### src/rtl/exc_entry.sv
module exc_entry #(
  parameter int ASID_W = 8,
  parameter int SRS_W  = 4,
  parameter int CP_W   = 2
) (
  input  logic              clk,
  input  logic              rst_n,
  input  logic              req,
  input  logic [3:0]        kind,
  input  logic [31:0]       pc_in,
  input  logic [31:0]       npc_in,
  input  logic [31:0]       bad_vaddr,
  input  logic [ASID_W-1:0] asid_in,
  input  logic [CP_W-1:0]   cop_num,
  input  logic              wr_en,
  input  logic [1:0]        wr_sel,
  input  logic [31:0]       wr_data,
  output logic              exc_pending,
  output logic [31:0]       new_pc,
  output logic [31:0]       new_npc,
  output logic [31:0]       new_nnpc,
  output logic [31:0]       epc,
  output logic [4:0]        cause_code,
  output logic              cause_bd,
  output logic [CP_W-1:0]   cause_ce,
  output logic              cause_iv,
  output logic              status_exl,
  output logic              status_bev,
  output logic [SRS_W-1:0]  css,
  output logic [SRS_W-1:0]  pss,
  output logic [SRS_W-1:0]  ess,
  output logic [31:0]       ebase,
  output logic [31:0]       badvaddr,
  output logic [18:0]       ehi_vpn2,
  output logic [ASID_W-1:0] ehi_asid,
  output logic [18:0]       ctx_vpn2
);
  localparam logic [31:0] BOOT_OVF_VEC = 32'hBFC0_0200;
  localparam logic [31:0] OFS_GEN      = 32'h180;
  localparam logic [31:0] OFS_INT      = 32'h200;

  logic       valid, is_tlb, is_refill, is_addr, is_int, is_cop, is_ovf;
  logic [4:0] code;
  logic [31:0] vec, ebase_q;
  logic [17:0] ebase_mid;
  logic       in_slot, take;

  always_comb begin
    valid = 1'b1; is_tlb = 1'b0; is_refill = 1'b0; is_addr = 1'b0;
    is_int = 1'b0; is_cop = 1'b0; is_ovf = 1'b0; code = 5'h0;
    case (kind)
      4'd0:  begin code = 5'h1; is_tlb = 1'b1; end
      4'd1:  begin code = 5'h2; is_tlb = 1'b1; is_refill = 1'b1; end
      4'd2:  begin code = 5'h3; is_tlb = 1'b1; is_refill = 1'b1; end
      4'd3:  begin code = 5'h2; is_tlb = 1'b1; end
      4'd4:  begin code = 5'h3; is_tlb = 1'b1; end
      4'd5:  begin code = 5'h4; is_addr = 1'b1; end
      4'd6:  begin code = 5'h5; is_addr = 1'b1; end
      4'd7:  code = 5'h8;
      4'd8:  code = 5'h9;
      4'd9:  begin code = 5'hA; is_int = 1'b1; end
      4'd10: code = 5'hA;
      4'd11: begin code = 5'hB; is_cop = 1'b1; end
      4'd12: begin code = 5'hC; is_ovf = 1'b1; end
      4'd13: code = 5'hD;
      default: valid = 1'b0;
    endcase
  end

  assign ebase_q = {2'b10, ebase_mid, 12'h000};
  assign ebase   = ebase_q;
  assign take    = req && valid;
  assign in_slot = (pc_in + 32'd4) != npc_in;

  always_comb begin
    if (is_refill)                vec = status_exl ? ebase_q + OFS_GEN : ebase_q;
    else if (is_int && cause_iv)  vec = ebase_q + OFS_INT;
    else if (is_ovf && status_bev) vec = BOOT_OVF_VEC;
    else                          vec = ebase_q + OFS_GEN;
  end

  assign new_npc  = new_pc + 32'd4;
  assign new_nnpc = new_pc + 32'd8;

  always_ff @(posedge clk or negedge rst_n) begin
    if (!rst_n) begin
      exc_pending <= 1'b0;
      new_pc <= '0; epc <= '0; cause_code <= '0; cause_bd <= 1'b0;
      cause_ce <= '0; cause_iv <= 1'b0; status_exl <= 1'b0; status_bev <= 1'b1;
      css <= '0; pss <= '0; ess <= '0; ebase_mid <= '0;
      badvaddr <= '0; ehi_vpn2 <= '0; ehi_asid <= '0; ctx_vpn2 <= '0;
    end else begin
      exc_pending <= take;
      if (take) begin
        new_pc     <= vec;
        epc        <= in_slot ? pc_in - 32'd4 : pc_in;
        cause_bd   <= in_slot;
        cause_code <= code;
        cause_ce   <= is_cop ? cop_num : '0;
        status_exl <= 1'b1;
        if (!status_exl && !status_bev) begin
          pss <= css;
          css <= ess;
        end
        if (is_tlb || is_addr) badvaddr <= bad_vaddr;
        if (is_tlb) begin
          ehi_vpn2 <= bad_vaddr[31:13];
          ehi_asid <= asid_in;
          ctx_vpn2 <= bad_vaddr[31:13];
        end
      end else if (wr_en) begin
        case (wr_sel)
          2'd0: begin status_exl <= wr_data[0]; status_bev <= wr_data[1]; end
          2'd1: cause_iv <= wr_data[0];
          2'd2: begin
            ess <= wr_data[SRS_W-1:0];
            css <= wr_data[4+SRS_W-1:4];
            pss <= wr_data[8+SRS_W-1:8];
          end
          default: ebase_mid <= wr_data[29:12];
        endcase
      end
    end
  end

  assert_exl_set_R3: assert property (@(posedge clk) disable iff (!rst_n)
    exc_pending |-> status_exl);

  assert_bd_flag_R2: assert property (@(posedge clk) disable iff (!rst_n)
    exc_pending |-> cause_bd == (($past(pc_in) + 32'd4) != $past(npc_in)));

  assert_shadow_hold_R4: assert property (@(posedge clk) disable iff (!rst_n)
    (exc_pending && ($past(status_exl) || $past(status_bev)))
      |-> (css == $past(css) && pss == $past(pss)));

  assert_ce_clear_R5: assert property (@(posedge clk) disable iff (!rst_n)
    (exc_pending && cause_code != 5'hB) |-> cause_ce == '0);

  assert_ebase_form_R11: assert property (@(posedge clk) disable iff (!rst_n)
    ebase[31:30] == 2'b10 && ebase[11:0] == 12'h000);

  assert_no_entry_bad_kind_R13: assert property (@(posedge clk) disable iff (!rst_n)
    (req && kind >= 4'd14) |=> !exc_pending);
endmodule

### config.mk
export PLATFORM = sky130hd
export DESIGN_NAME = exc_entry
export DESIGN_NICKNAME = d
export VERILOG_FILES = /design/src/rtl/exc_entry.sv
export SDC_FILE = /design/constraint.sdc
export NUM_CORES = 1
export LEC_CHECK = 0
export BUFFER_PORTS_ARGS = -buffer_cell sky130_fd_sc_hd__buf_2
export CAP_MARGIN = 10
export CORE_AREA = 5 5 155 157
export DETAILED_ROUTE_END_ITERATION = 16
export DIE_AREA = 0 0 160 162
export PLACE_DENSITY = 0.69
export SLEW_MARGIN = 20
export SYNTH_ARGS = -nofsm -noshare
export SYNTH_HDL_FRONTEND = slang
export SYNTH_SLANG_ARGS = --single-unit
### constraint.sdc
create_clock -name clk -period 1.7 [get_ports clk]
set_input_delay 0.085 -clock clk [delete_from_list [all_inputs] [get_ports clk]]
set_output_delay 0.085 -clock clk [all_outputs]
set_load 0.05 [all_outputs]
==> Yosys cells after proc, flatten, opt, wreduce, memory -nomap -nowiden <==
Index checks and enable logic that the tools add are counted.
{ "classes": {"bitwise": 2, "eq_ne": 17, "n_reduce_logical": 28, "n_mux": 25, "addsub": 6} }
{ "op_table": {"columns": ["operator", "count"], "rows": [
  ["32-bit two-way mux", 5],
  ["32-bit by 3-bit adder with 32-bit output, second input constant", 2],
  ["4-bit case mux with 11 select lines", 1],
  ["32-bit by 10-bit adder with 32-bit output, second input constant", 1],
  ["32-bit by 4-bit adder with 32-bit output, second input constant", 1],
  ["32-bit by 9-bit adder with 32-bit output, second input constant", 1],
  ["4-bit two-way mux", 8],
  ["32-bit != test", 1],
  ["32-bit by 3-bit subtractor with 32-bit output, second input constant", 1],
  ["4-bit equality test, second input constant", 6],
  ["4-bit by 3-bit equality test with 1-bit output, second input constant", 4],
  ["3-bit AND reduction", 5],
  ["14-bit OR reduction", 1],
  ["1-bit two-way mux", 10],
  ["2-bit OR reduction", 5],
  ["4-bit by 2-bit equality test with 1-bit output, second input constant", 2],
  ["2-bit AND reduction", 3],
  ["2-bit nonzero test", 3],
  ["5-bit OR reduction", 1],
  ["4-bit by 1-bit equality test with 1-bit output, second input constant", 1],
  ["1-bit logical AND", 4],
  ["4-bit logical NOT", 1],
  ["3-bit OR reduction", 1],
  ["2-bit by 1-bit equality test with 1-bit output, second input constant", 1],
  ["other kinds (7)", 9]
]} }
{ "word_totals": {"wordCells": 94, "register_bits": 165, "output_inout_bits": 262} }

==> Longest topological paths before layout <==
{ "logic_depth": {"ltp_word": 6, "mapped_depth": 14, "depth_no_buf": 11} }

==> Least setup slack after synthesis <==
OpenSTA, ideal clock, no wires.
{ "synth_path": {"kind": "in2reg", "startpoint": "in pc_in[2]", "endpoint": "reg epc[21]", "n_path_buf": 3, "path_stages": 13, "t_required_ns": 1.576, "setup_time_ns": 0.124, "t_arrival_ns": 2.868, "slack_ns": -1.292, "cell_sequence": "ha_1 > nand4_1 > or4_1 > buf_2 > or4_4 > xnor2_2 > nand3_2 > nor4_4 > and2_1 > buf_6 > buf_8 > nor3_1 > o31a_1"} }
{ "synth_via": {"elab_chain_len": 3, "word_cells_on_any_way": 4, "cone_classes": "add/sub (2); eq/ne (1); mux (1)"} }
{ "synth_rtl": {"columns": ["element", "line", "source"], "rows": [
  ["start, declared", "10", "input logic [31:0] pc_in,"],
  ["32-bit by 3-bit adder with 32-bit output", "73", "assign in_slot = (pc_in + 32'd4) != npc_in;"],
  ["32-bit != test", "73", null],
  ["32-bit two-way mux (*)", "96", "epc <= in_slot ? pc_in - 32'd4 : pc_in;"],
  ["end signal, assigned", "96", null],
  ["end, declared", "22", "output logic [31:0] epc,"]
]} }
Every way passes the cells marked *; elsewhere a longest branch is shown, timed or not.
A chain may end at the register's enable or synchronous reset.

==> Final worst setup path <==
{ "layout_path": {"startpoint": "in pc_in[7]", "endpoint": "reg epc[29]"} }
Same word-level chain as after synthesis.

==> summary.md <==
| Metric | Value |
|---|---|
| Outcome | `finished with violations` |
| Failing checks | `setup timing` |
| VDD IR max | `0.698 mV` |
| Pre-CTS setup slack | `-1.32 ns` |
| Worst-path maximum fanout | `4` |
| Synth Warn # | `0` |
| Port buffer count | `between 300 and 400` |
| Synth unique cells | `66` |
| Final max-slew violation count | `0` |
| Die area | `0.0259 mm2` |
| Initial drt markers | `389` |
| CTS tree | `done` |
| RR Endpoint | `pss[3]` |
| Top FF cell, synth | `dfrtp_1` |
| CTS root buf | `clkbuf_16` |
| H-Tree Depth | `4` |
| Largest net degree at the start of global routing | `55` |
| Die Width | `approximately 160 um` |
| Final Cell Area | `0.0128 mm2` |
| Core area | `0.0224 mm2` |
| # DRC | `0` |
| Die Span Y | `162 um` |
| Tot Pwr | `15000 uW` |
| Cells after Synth | `approximately 850` |
| Post-synth EDFFs | `0` |
| Clock sink count | `153` |
| Crit share post-route | `1.45` |
| Tmin final | `2.46 ns` |
| GPL Wtd Cong | `~0.9` |
| Worst setup SP type | `primary input` |
| RSZ-0062 raised after global routing | `yes` |
| Vias per cell | `5.04` |
| R2r startpoint | `status_bev` |
| Antenna-violating nets left | `0` |
| WL final | `29.8 mm` |
| Slew @ Worst Pin | `0.720 ns` |
| Routed WL per cell | `18.2 um` |
| Critical Path Sink Type | `flop` |
| Setup Skew | `0.0102 ns` |
| Via count | `8250` |
| Final Setup Violations | `31` |
| Longest Clk Path Bufs | `2` |
| Post-synth ARST share | `1.00` |
| Initial core utilization | `0.387` |
| Hold Path Origin | `req` |
| Synth-to-Final Area Change | `47.6%` |
| Fin util | `0.571` |
| Max transition margin | `0.513` |
| Final Hold Fails | `0` |
| Seq/Total Area, Yosys | `0.442` |
| Gr usage total | `0.218` |
| Worst hold path type | `primary input to flop` |
| Hold path cells | `3` |
| Initial antenna violation count | `2` |
| WHS Endpoint | `cause_code[1]` |
| Dpl cells | `1505` |
| Finished Layout Cells | `about 1.6k` |
| CTS Buf Count | `17` |
| Synthesis-stage register bit count | `153` |
| PD cells | `1170 mW/mm2` |
| Maxcap violations | `0` |
| # nets final | `1487` |
| Clock-pin slew on the worst setup and hold paths | `0.07 ns` |
| Maximum clock frequency | `406 MHz` |
| Worst R2R Setup Slack | `around 0.43 ns` |
| P_leak | `about 0.0060 uW` |
| Share of layout cells above drive strength 1 | `0.504` |
| Total gr overflow | `0` |
| HPWL after DPL | `roughly 22 mm` |
| First-pass GRT wire length | `45.2 mm` |
| Io pins | `410` |
| DRT Pass-1 Iters | `4` |
| Crit path DAT | `2.80 ns` |
| CP required | `around 2.0 ns` |
| Commonest cells after routing, fill and taps aside | `buf_2, dfrtp_1, buf_4` |
| Syn Std Cell Area | `0.00866 mm2` |
| Most common cell after layout, fill and taps aside | `buf_2` |
| FF-to-FF path depth | `4` |
| Kind of critical path | `primary input to flop` |
| Clk_lat worst skew | `0.41 ns` |
| Std cell rows | `55` |
| Vias in the first global route | `roughly 8.2k` |
| Placed inst area | `about 0.011 mm2` |
| Min setup slack post-route | `-0.760 ns` |
| Synthesized area per cell | `between 10 and 15 um2` |
-- logic make-up (layout without fill, tap and decap cells) --
group / Yosys count / in the layout / share of synthesized area
AND/OR/NAND/NOR: 251 / 256 / 0.158
flip-flops: 153 / 153 / 0.442
AO/OA/AOI/OAI: 134 / 134 / 0.106
buffers and inverters: 174 / 627 / 0.129
adder cells (fa/ha/maj): 2 / 2 / 0.00289
XOR/XNOR: 47 / 47 / 0.0484
multiplexers: 86 / 86 / 0.112
other: 2 / 47 / 0.000868
-- critical path: stages --
cell and delay (ns):
buf_8 0.10, or4_4 0.54, or4_4 0.45, nor4_4 0.22, nand4bb_2 0.17, or3_4 0.42, or2_1 0.23, or4_1 0.42
a31oi_1 0.17
-- metrics by stage --
step                      hold slack [ns]  setup TNS, ns
after CTS                         0.00176         -19.14
final                              0.0290         -20.02
after floorplan                    -0.211         -31.34
after detailed placement           0.0104         -37.84
after global placement             0.0122         -35.45
after global routing               0.0512         -21.85
-- power by group --
group / switching, uW / internal (uW)
combinational: 4940 / 1690
clock: 1560 / 2050
sequential: 470 / 4290
-- synthesized netlist by cell type, types with 19 or more instances --
cell | instances | area share
nand2_1 | 67 | 0.029
mux2_2 | 85 | 0.11
nand3_1 | 19 | 0.011
xnor2_1 | 34 | 0.034
dfrtp_1 | 152 | 0.44
a31oi_1 | 32 | 0.023
or3_1 | 22 | 0.016
buf_4 | 110 | 0.095
nand4_1 | 21 | 0.015
clkbuf_1 | 26 | 0.011
nor2_1 | 43 | 0.019
o21ai_0 | 19 | 0.011
-- metal layers --
metal  track usage  wire, um
met5             0         0
met4        0.0896      1060
met3        0.0568      2280
met2         0.380     15300
met1         0.256     11200
-- cell type report --
type | instances | area [um2]
Multi-Input combinational cell | 570 | 4150
Timing Repair Buffer | 582 | 3830
Inverter | 13 | 48.8
Tap cell | 285 | 357
Clock buffer | 19 | 433
Fill cell | 1892 | 9590
Antenna cell | 2 | 5.00
Clock inverter | 13 | 133
Sequential cell | 153 | 3830
-- worst max path at each step --
stage             start      end  slack (ns)  cells after the start
6_report       pc_in[7]  epc[29]       -0.76                      9
5_1_grt        pc_in[7]  epc[29]       -0.82                      9
4_1_cts        pc_in[7]  epc[29]       -0.71                      9
3_5_place_dp   pc_in[2]  epc[23]       -1.32                     13
3_3_place_gp   pc_in[2]  epc[27]       -1.24                     13
2_1_floorplan  pc_in[7]  epc[29]       -1.16                      9
-- timing repair --
action	in CTS	in global routing
endpoints found under the setup margin	31	49
pin swaps	33	29
gates resized for setup	41	27
hold buffers	77	0
gates cloned	3	2
hold endpoints to repair	249	0
setup buffers	8	10
-- flip-flops by register name, indices dropped and copies added, names as in the netlist --
signal and count:
pss 4, css 4, cause_bd 1, status_exl 1
ctx_vpn2 19, new_pc 21, cause_iv 1, ehi_asid 8
ebase_mid 18, status_bev 1, cause_ce 2, cause_code 4
badvaddr 32, ess 4, epc 32, exc_pending 1
Note: power is estimated with default switching activity, not from simulation.
